File: config.mk
export PLATFORM = sky130hd
export DESIGN_NAME = nine_bit_packer
export DESIGN_NICKNAME = d
export VERILOG_FILES = /design/src/rtl/nbp_pkg.sv /design/src/rtl/nbp_pair_swap.sv /design/src/rtl/nbp_word_packer.sv /design/src/rtl/nine_bit_packer.sv
export SDC_FILE = /design/constraint.sdc
export NUM_CORES = 1
export LEC_CHECK = 0
export BUFFER_PORTS_ARGS = -buffer_cell sky130_fd_sc_hd__buf_2
export CAP_MARGIN = 20
export CORE_MARGIN = 2
export CORE_UTILIZATION = 53
export CTS_CLUSTER_SIZE = 24
export DETAILED_ROUTE_END_ITERATION = 16
export PLACE_DENSITY = 0.77
export SLEW_MARGIN = 20
export SYNTH_ARGS = -nofsm -noshare
export SYNTH_HDL_FRONTEND = slang
export SYNTH_SLANG_ARGS = --single-unit
File: constraint.sdc
create_clock -name clk -period 2.5 [get_ports clk]
set_clock_uncertainty 0.2 [all_clocks]
set_input_delay 0.375 -clock clk [delete_from_list [all_inputs] [get_ports clk]]
set_output_delay 0.375 -clock clk [all_outputs]
set_load 0.01 [all_outputs]
File: src/rtl/nbp_pkg.sv
// Shared types of the nine-bit packer.
// Assumes: nothing beyond the 1800-2017 language.
package nbp_pkg;

    // Packer core sequencing states.
    typedef enum logic [2:0] {
        PK_RUN  = 3'd0,
        PK_PAD  = 3'd1,
        PK_NOPS = 3'd2,
        PK_CMD  = 3'd3,
        PK_DROP = 3'd4
    } pack_state_t;

    // Pair reorder stage states.
    typedef enum logic [1:0] {
        SW_PASS  = 2'd0,
        SW_HELD  = 2'd1,
        SW_FLUSH = 2'd2
    } swap_state_t;

endpackage

File: src/rtl/nbp_pair_swap.sv
// Reorders data bytes pairwise when swap is enabled: the first byte of a pair
// is held back, the second goes out first, then the held one follows.
// Assumes: pk_swap is stable for a whole message; pairs start at message start;
// commands and a lone last byte pass straight through.
module nbp_pair_swap
    import nbp_pkg::*;
(
    input  logic       clk,
    input  logic       rst_n,
    input  logic       swap_en,
    input  logic       in_valid,
    output logic       in_ready,
    input  logic [7:0] in_data,
    input  logic       in_is_data,
    input  logic       in_last,
    output logic       out_valid,
    input  logic       out_ready,
    output logic [7:0] out_data,
    output logic       out_is_data,
    output logic       out_last
);

    swap_state_t st;
    logic [7:0]  hold_data;
    logic        hold_last;
    logic        capture;

    // A data byte that opens a pair is held when swapping is on.
    assign capture = swap_en && in_is_data && !in_last;

    // Output mux and input ready per state.
    always_comb begin
        out_valid   = in_valid;
        out_data    = in_data;
        out_is_data = in_is_data;
        out_last    = in_last;
        in_ready    = out_ready;
        case (st)
            SW_PASS: begin
                if (capture) begin
                    out_valid = 1'b0;
                    in_ready  = 1'b1;
                end
            end
            SW_HELD: begin
                out_last = 1'b0;
            end
            SW_FLUSH: begin
                out_valid   = 1'b1;
                out_data    = hold_data;
                out_is_data = 1'b1;
                out_last    = hold_last;
                in_ready    = 1'b0;
            end
            default: begin
                out_valid = 1'b0;
                in_ready  = 1'b0;
            end
        endcase
    end

    // State and held byte update.
    always_ff @(posedge clk) begin
        if (!rst_n) begin
            st        <= SW_PASS;
            hold_data <= 8'h00;
            hold_last <= 1'b0;
        end else begin
            case (st)
                SW_PASS: if (in_valid && capture) begin
                    hold_data <= in_data;
                    st        <= SW_HELD;
                end
                SW_HELD: if (in_valid && out_ready) begin
                    hold_last <= in_last;
                    st        <= SW_FLUSH;
                end
                SW_FLUSH: if (out_ready) st <= SW_PASS;
                default: st <= SW_PASS;
            endcase
        end
    end

    AST_SWAP_FLUSH: assert property (@(posedge clk) disable iff (!rst_n)
        (st == SW_HELD && in_valid && out_ready) |=> (out_valid && out_is_data && !in_ready));

endmodule

File: src/rtl/nbp_word_packer.sv
// Packs flagged 9-bit words into bytes. A 0..7 offset counter and a carry
// register holding the leftover low bits of the previous word do the job.
// A word at offset 7 leaves a full carry byte, which goes out as the ninth
// byte. Message tails are padded to nine bytes. A command is preceded by
// seven zero words. Bursts are closed every CHUNK_BYTES data bytes.
// Assumes: commands arrive on a frame boundary; input is held while not taken.
module nbp_word_packer
    import nbp_pkg::*;
#(
    parameter int CHUNK_BYTES = 32
) (
    input  logic       clk,
    input  logic       rst_n,
    input  logic       in_valid,
    output logic       in_ready,
    input  logic [7:0] in_data,
    input  logic       in_is_data,
    input  logic       in_last,
    output logic       out_valid,
    input  logic       out_ready,
    output logic [7:0] out_data,
    output logic       out_last
);

    localparam int CW = $clog2(CHUNK_BYTES + 1);
    localparam logic [CW-1:0] CNT_TOP = CW'(CHUNK_BYTES - 1);

    pack_state_t st;
    logic [2:0]  k;
    logic [7:0]  creg;
    logic [CW-1:0] cnt;
    logic        frame_last;

    logic [8:0]  word;
    logic [8:0]  shifted;
    logic [15:0] wide;
    logic [7:0]  pack_byte;
    logic [7:0]  next_carry;
    logic        chunk_end;
    logic        data_fire;

    // Word assembly and bit alignment against the carry.
    always_comb begin
        word       = {in_is_data, in_data};
        shifted    = word >> ({1'b0, k} + 4'd1);
        pack_byte  = creg | shifted[7:0];
        wide       = {7'b0, word} << (4'd7 - {1'b0, k});
        next_carry = wide[7:0];
        chunk_end  = (cnt == CNT_TOP);
        data_fire  = (st == PK_RUN) && in_valid && in_is_data && out_ready;
    end

    // Output and ready per state.
    always_comb begin
        out_valid = 1'b0;
        out_data  = 8'h00;
        out_last  = 1'b0;
        in_ready  = 1'b0;
        case (st)
            PK_RUN: begin
                if (in_valid && !in_is_data) begin
                    in_ready = !in_last;
                end else begin
                    out_valid = in_valid;
                    out_data  = pack_byte;
                    in_ready  = out_ready;
                end
            end
            PK_PAD: begin
                out_valid = 1'b1;
                out_data  = creg;
                out_last  = (k == 3'd7) && frame_last;
            end
            PK_NOPS: begin
                out_valid = 1'b1;
            end
            PK_CMD: begin
                out_valid = in_valid;
                out_data  = in_data;
                out_last  = 1'b1;
                in_ready  = out_ready;
            end
            PK_DROP: begin
                in_ready = 1'b1;
            end
            default: ;
        endcase
    end

    // Sequencing, offset, carry and burst counting.
    always_ff @(posedge clk) begin
        if (!rst_n) begin
            st         <= PK_RUN;
            k          <= 3'd0;
            creg       <= 8'h00;
            cnt        <= '0;
            frame_last <= 1'b0;
        end else begin
            case (st)
                PK_RUN: begin
                    if (in_valid && !in_is_data) begin
                        k  <= 3'd0;
                        st <= in_last ? PK_NOPS : PK_DROP;
                    end else if (data_fire) begin
                        creg       <= next_carry;
                        cnt        <= (in_last || chunk_end) ? '0 : cnt + 1'b1;
                        frame_last <= in_last || chunk_end;
                        if (k == 3'd7 || in_last) st <= PK_PAD;
                        else                      k  <= k + 3'd1;
                    end
                end
                PK_PAD: if (out_ready) begin
                    creg <= 8'h00;
                    if (k == 3'd7) begin
                        k  <= 3'd0;
                        st <= PK_RUN;
                    end else begin
                        k <= k + 3'd1;
                    end
                end
                PK_NOPS: if (out_ready) begin
                    if (k == 3'd7) begin
                        k  <= 3'd0;
                        st <= PK_CMD;
                    end else begin
                        k <= k + 3'd1;
                    end
                end
                PK_CMD: if (in_valid && out_ready) st <= PK_RUN;
                PK_DROP: if (in_valid && in_last) st <= PK_RUN;
                default: st <= PK_RUN;
            endcase
        end
    end

    AST_DROP_SILENT: assert property (@(posedge clk) disable iff (!rst_n)
        (in_valid && in_ready && !in_is_data && !in_last) |=> !out_valid);

    AST_NINTH_BYTE: assert property (@(posedge clk) disable iff (!rst_n)
        (data_fire && k == 3'd7) |=> (out_valid && !in_ready));

    AST_CMD_AFTER_NOPS: assert property (@(posedge clk) disable iff (!rst_n)
        (st == PK_NOPS && k == 3'd7 && out_ready) |=> (!out_valid || out_last));

endmodule

File: src/rtl/nine_bit_packer.sv
// Top of the nine-bit packer: pair reorder stage followed by the word packer.
// The burst size is derived from the downstream buffer size.
// Assumes: input beats are held stable until accepted.
module nine_bit_packer #(
    parameter int OUT_BUF_BYTES = 36
) (
    input  logic       clk,
    input  logic       rst_n,
    input  logic       pk_swap,
    input  logic       pk_in_vld,
    output logic       pk_in_rdy,
    input  logic [7:0] pk_in_byte,
    input  logic       pk_in_is_data,
    input  logic       pk_in_end,
    output logic       pk_out_vld,
    input  logic       pk_out_rdy,
    output logic [7:0] pk_out_byte,
    output logic       pk_out_end
);

    localparam int RAW_CHUNK = (OUT_BUF_BYTES / 9) * 8;
    localparam int CHUNK     = (RAW_CHUNK < 8) ? 8 : RAW_CHUNK;

    logic       mid_valid;
    logic       mid_ready;
    logic [7:0] mid_data;
    logic       mid_is_data;
    logic       mid_last;

    nbp_pair_swap u_swap (
        .clk        (clk),
        .rst_n      (rst_n),
        .swap_en    (pk_swap),
        .in_valid   (pk_in_vld),
        .in_ready   (pk_in_rdy),
        .in_data    (pk_in_byte),
        .in_is_data (pk_in_is_data),
        .in_last    (pk_in_end),
        .out_valid  (mid_valid),
        .out_ready  (mid_ready),
        .out_data   (mid_data),
        .out_is_data(mid_is_data),
        .out_last   (mid_last)
    );

    nbp_word_packer #(.CHUNK_BYTES(CHUNK)) u_pack (
        .clk       (clk),
        .rst_n     (rst_n),
        .in_valid  (mid_valid),
        .in_ready  (mid_ready),
        .in_data   (mid_data),
        .in_is_data(mid_is_data),
        .in_last   (mid_last),
        .out_valid (pk_out_vld),
        .out_ready (pk_out_rdy),
        .out_data  (pk_out_byte),
        .out_last  (pk_out_end)
    );

    // Output byte position within the current nine-byte frame (checking only).
    logic [3:0] fpos;
    always_ff @(posedge clk) begin
        if (!rst_n) begin
            fpos <= 4'd0;
        end else if (pk_out_vld && pk_out_rdy) begin
            fpos <= (fpos == 4'd8) ? 4'd0 : fpos + 4'd1;
        end
    end

    AST_HOLD_STABLE: assert property (@(posedge clk) disable iff (!rst_n)
        (pk_out_vld && !pk_out_rdy) |=> (pk_out_vld && $stable(pk_out_byte) && $stable(pk_out_end)));

    AST_FRAME_LEN: assert property (@(posedge clk) disable iff (!rst_n)
        (pk_out_vld && pk_out_rdy && pk_out_end) |-> (fpos == 4'd8));

endmodule

**Word-level counts from Yosys, hierarchy flattened**

Index checks and enable logic that the tools add are counted.

- Flip-flop bits (word level): 32
- Logic and storage cells: 107
- Input port bits: 15

- Equality and inequality tests: 23
- Shift-type cells: 2
- Reduce and logical (&&, ||, !) cells: 28
- $add $sub $neg: 4
- Bitwise gates (word level): 2
- Multiplexer cells: 40

Operators with widths:

| cell | count |
|---|---|
| 3-bit two-way mux | 15 |
| 8-bit two-way mux | 5 |
| 8-bit case mux with 3 select lines | 1 |
| 2-bit by 1-bit != test with 1-bit output (second input constant) | 9 |
| 8-bit case mux with 2 select lines | 1 |
| 3-bit case mux with 5 select lines | 1 |
| 1-bit logical AND | 11 |
| 1-bit case mux with 3 select lines | 3 |
| 9-bit by 4-bit << shifter with 8-bit output | 1 |
| 9-bit by 4-bit >> shifter with 8-bit output | 1 |
| 8-bit bitwise OR | 1 |
| 4-bit AND reduction | 2 |
| 8-bit AND reduction | 1 |
| 6-bit by 1-bit adder with 6-bit output (second input constant) | 1 |
| 3-bit by 2-bit == test with 1-bit output (second input constant) | 2 |
| 3-bit == test (second input constant) | 2 |
| 6-bit by 5-bit == test with 1-bit output (second input constant) | 1 |
| 2-bit two-way mux | 3 |
| 6-bit two-way mux | 1 |
| 2-bit != test (second input constant) | 3 |
| 3-bit != test (second input constant) | 2 |
| 1-bit case mux with 2 select lines | 3 |
| 2-bit case mux with 3 select lines | 1 |
| 3-bit case mux with 2 select lines | 1 |
| other kinds (17) | 27 |

**Longest topological paths before layout**

- Depth in word-level cells: 10
- Gate-level depth with buffers: 9
- Depth with buffers taken out: 7

**By module**

Synthesis repeated with hierarchy kept, for this count alone.

- Cell total of the unflattened synthesis: 270
- Area total of the unflattened synthesis: 2,278.4 um2

Modules (own cells, without submodules):

| module | area an instance (um2) | seq. area each (um2) | cells an instance | instances |
|---|---|---|---|---|
| nbp_word_packer | 1,542.7 | 420.4 | 188 | 1 |
| nbp_pair_swap | 735.7 | 220.2 | 82 | 1 |

**Least setup slack after synthesis**

OpenSTA, ideal clock, no wires.

- Kind: reg2out
- From: register u_swap.st[0]
- To: output port pk_in_rdy
- Arrival time: 2.037 ns
- Data required time: 1.925 ns
- Path slack: -0.112 ns
- Cell stages (with the launch flop): 9
- Cells stage by stage: dfxtp_1 inv_1 ha_1 or2_1 buf_6 or4_4 a31oi_4 a21boi_1 o22a_1

- Longest elaborated chain between the ends: 8
- Elaborated cells on any way between the ends: 13
- Those cells by class: eq/ne: 2; mux: 7; reduce/logical: 4

Ends and longest elaborated chain:

| element | line | text |
|---|---|---|
| start: declaration | nbp_pair_swap.sv:23 | `swap_state_t st;` |
| start signal: assignment | nbp_pair_swap.sv:65 | `st <= SW_PASS;` |
| start signal: assignment | nbp_pair_swap.sv:72 | `st <= SW_HELD;` |
| start signal: assignment | nbp_pair_swap.sv:76 | `st <= SW_FLUSH;` |
| 2-bit == test | nbp_pair_swap.sv:38 | `case (st)` |
| 1-bit two-way mux | nbp_pair_swap.sv:38 |  |
| 1-bit zero test | nbp_word_packer.sv:61 | `if (in_valid && !in_is_data) begin` |
| 1-bit logical AND | nbp_word_packer.sv:61 |  |
| 1-bit two-way mux | nbp_word_packer.sv:61 |  |
| 1-bit case mux with 3 select lines | nbp_word_packer.sv:59 | `case (st)` |
| 1-bit two-way mux | nbp_pair_swap.sv:40 | `if (capture) begin` |
| 1-bit case mux with 2 select lines (*) | nbp_pair_swap.sv:38 |  |
| end: declaration | nine_bit_packer.sv:11 | `output logic pk_in_rdy,` |

Every way passes the cells marked *; elsewhere a longest branch is shown, timed or not.

**Worst setup path in the final report**

- From: register u_swap.st[0]
- To: output port pk_out_byte[1]

- Longest elaborated chain between the ends: 6
- Elaborated cells on any way between the ends: 12
- Those cells by class: eq/ne: 2; shift: 1; mux: 5; bitwise: 1; reduce/logical: 3

Ends and longest elaborated chain:

| element | line | text |
|---|---|---|
| 2-bit == test | nbp_pair_swap.sv:38 |  |
| 8-bit two-way mux or 1-bit two-way mux (tied branches) | nbp_pair_swap.sv:38 |  |
| 9-bit by 4-bit >> shifter with 8-bit output or 1-bit zero test (tied branches) | nbp_word_packer.sv:45, nbp_word_packer.sv:61 |  |
| 8-bit bitwise OR or 1-bit logical AND (tied branches) | nbp_word_packer.sv:46, nbp_word_packer.sv:61 |  |
| 8-bit two-way mux | nbp_word_packer.sv:61 |  |
| 8-bit case mux with 3 select lines (*) | nbp_word_packer.sv:59 |  |
| end: declaration | nine_bit_packer.sv:17 | `output logic [7:0] pk_out_byte,` |

Marks and branches as above.

==> results by group <==
GRT
  – Largest net degree at the start of global routing: 22
  – GR Util All Layers: a little under 30%
  – Total gr overflow: 0
  – Initial antenna violation count: 0
  – First-pass GRT wire length: 11.6 mm
  – Number of global-route vias before repair: between 2000 and 2500

Timing
  – Setup TNS: -2800 ps
  – Final WS setup: -455 ps
  – Fmax: between 300 and 400 MHz
  – Setup violations, final: 10
  – Tmin final: around 3000 ps
  – Hold Vio Cnt, Final: 0
  – RSZ-0062 raised after global routing: yes
  – Max-slew violation count: 0
  – Period utilization: 118%
  – Worst-margin pin slew: about 600 ps
  – Rel. slew slack: 58.8%

Cells and area
  – Final Instance Area: ~0.0032 mm2
  – Fin nets: approximately 390
  – Area Overhead vs Synth: 35.9%
  – Non-Filler Instances: roughly 420
  – Antenna diode count: 0
  – Layout cell share with drive strength beyond 1: between 30% and 40%

Critical path
  – RR Endpoint: u_pack.cnt[4]
  – Crit path max fanout: 7
  – Critical Path End Type: output port
  – Startpoint Class: flop
  – Worst reg2reg path depth: 10
  – Reg2reg start: u_swap.st[1]
  – Flop-to-flop setup slack: ~60 ps
  – Critical setup path kind: flop to output port
  – Worst Path Arrival: between 2000 and 2500 ps
  – Worst EP required: about 1900 ps

Routing
  – Remaining antenna violation count after routing: 0
  – Total Wirelength: 7.34 mm
  – Initial DRC count: around 280
  – Via count: ~2600
  – Initial DRT Pass Iterations: 5
  – Routed wire per std cell: 17.6 um
  – DRC Markers: 0
  – Post-DR vias/cell: between 6 and 7

Synthesis
  – Top cells by count, synth: nand2_1, dfxtp_1, nor2_1
  – Yosys top cell area share: 26.8%
  – Synth Cell Area: around 0.0024 mm2
  – Most common cell in the synthesized netlist: nand2_1
  – Cell count after synthesis: 291
  – EDFF count, synth: 0
  – Yosys reg bits: 32
  – Synthesized area per cell: ~8.2 um2
  – FFs w/ async S/R, synth: 0%
  – Sequential fraction of the synthesis area: between 20% and 30%
  – Top_reg_cell synth: dfxtp_1
  – Leading area contributor after synthesis: dfxtp_1
  – Post-synthesis net count: 313
  – Number of distinct library cells after synthesis: between 60 and 70
  – Top post-synthesis cells by area: dfxtp_1, mux2i_1, nand2_1
  – Synth warn: 0

Clock tree
  – Num CTS Buffers: 5
  – Worst skew pair latency: around 290 ps
  – Clk root buf: clkbuf_8
  – H-tree levels: 2
  – Worst-case clock buffer depth: 2
  – Worst-path clk slew: 60 ps
  – Clock sinks: 32
  – Hold Buf Count CTS: 0
  – CTS tree: built

Pwr
  – Sequential power share: around 22%
  – Pint: 1.59 mW
  – Worst vdd ir: around 450 uV
  – Share of total power in combinational logic: around three fifths
  – P_sw: between 1 and 1.5 mW
  – Power, Total: 2.64 mW
  – Switching share of power: 39.8%
  – Clock power share: between 10% and 20%
  – Power Density: 815 mW/mm2
  – Leakage: 1.38 nW

Floorplan
  – Initial Utilization: approximately 55%
  – Core Box Area: roughly 0.0044 mm2
  – Chip height: between 70 and 80 um
  – Die width: 71.1 um
  – Ports: 26
  – Die area: ~0.005 mm2
  – Cell Rows: 24

Worst hold path
  – Hold_sp: pk_in_byte[0]
  – Sink of the worst hold path: u_swap.hold_data[0]
  – Worst Hold Class: primary input to flop
  – Cell depth of the worst hold path: 3

Placement
  – IO buf count: 25
  – Placed cell count: ~400
  – Cell Area, Placed: approximately 0.0028 mm2
  – Gpl congestion: between 0.9 and 1
  – Post-placement setup slack: -303 ps
  – Hpwl dp: between 4 and 5 mm

Status
  – Failing checks: setup timing
  – Status: finished, violations left

Run
  – Max cap viols: 0
[final cells by class]
class / count / area, um2
inverter: 14 / 52.6
timing repair buffer: 79 / 573
sequential: 32 / 643
multi-input combinational: 231 / 1800
tap: 52 / 65.1
clock inverter: 2 / 35.0
fill: 306 / 1110
clock buffer: 6 / 72.6
[state kept, by name, indices dropped and copies added, names as in the netlist]
signal	count
u_swap.hold_last	1
u_pack.k	3
u_pack.cnt	6
u_swap.st	2
u_pack.frame_last	1
u_pack.creg	8
u_swap.hold_data	8
u_pack.st	3
[stage by stage]
stage	util [%]	hold slack, ps
after global routing	74.5	190
after CTS	72.3	156
final	74.5	155
after floorplan	-	234
after detailed placement	65.4	261
after global placement	65.4	247
[kinds of logic (layout without fill, tap and decap cells)]
family | Yosys count | count (layout) | share of synthesized area (%)
flip-flops | 32 | 32 | 26.8
AO/OA/AOI/OAI | 79 | 79 | 23.2
AND/OR/NAND/NOR | 107 | 107 | 21.9
multiplexers | 37 | 37 | 18.9
buffers and inverters | 28 | 101 | 5.14
adder cells (fa/ha/maj) | 8 | 8 | 4.09
[power groups by stage]
stage	registers [mW]	logic [mW]	clock network (mW)
finish	0.593	1.55	0.502
global route	0.597	1.67	0.517
CTS	0.589	1.41	0.502
detailed placement	0.596	1.30	0
global placement	0.594	1.29	0
floorplan	0.596	0.794	0
[what timing repair did]
| action | 4_1_cts | 5_1_grt |
|---|---|---|
| setup endpoints to repair | 18 | 15 |
| gates cloned | 0 | 0 |
| gates resized for setup | 34 | 17 |
| pin swaps | 18 | 5 |
| setup buffers | 8 | 2 |
[metal layers]
metal | vias to the layer above | share of wire, % | GRT usage (%)
li1 | 1226 | - | -
met2 | 120 | 47 | 47.1
met4 | 0 | 3.1 | 8.60
met1 | 1249 | 43 | 39.6
met3 | 22 | 6.8 | 4.42
met5 | - | 0 | 0
[worst max-delay path by stage]
stage,to,slack (ps),cells after the start,start
3_3_place_gp,pk_in_rdy,-250,9,u_swap.st[0]
2_1_floorplan,pk_out_byte[3],-10,9,u_swap.st[0]
3_5_place_dp,pk_in_rdy,-300,9,u_swap.st[0]
5_1_grt,pk_out_byte[1],-530,9,u_swap.st[0]
6_report,pk_out_byte[1],-450,9,u_swap.st[0]
4_1_cts,pk_in_rdy,-400,9,u_swap.st[0]
[critical path, stage by stage, from the launching register on]
cell and delay [ps]:
dfxtp_2 330, inv_2 70, ha_4 150, buf_12 120, mux2_2 350, mux4_2 520, nor2_1 110, a211oi_1 60
a211o_1 230, buf_2 140
[cells in the final DEF (no fill, tap or decap), types with 6 or more instances in the layout]
| cell | instances |
|---|---|
| buf_4 | 46 |
| nand2_1 | 40 |
| dfxtp_1 | 30 |
| nor2_1 | 25 |
| buf_2 | 25 |
| mux2i_1 | 23 |
| a21oi_1 | 17 |
| inv_1 | 9 |
| nand3_1 | 9 |
| o21ai_0 | 8 |
| mux4_2 | 6 |
| buf_6 | 6 |
Note: power is estimated with default switching activity, not from simulation.
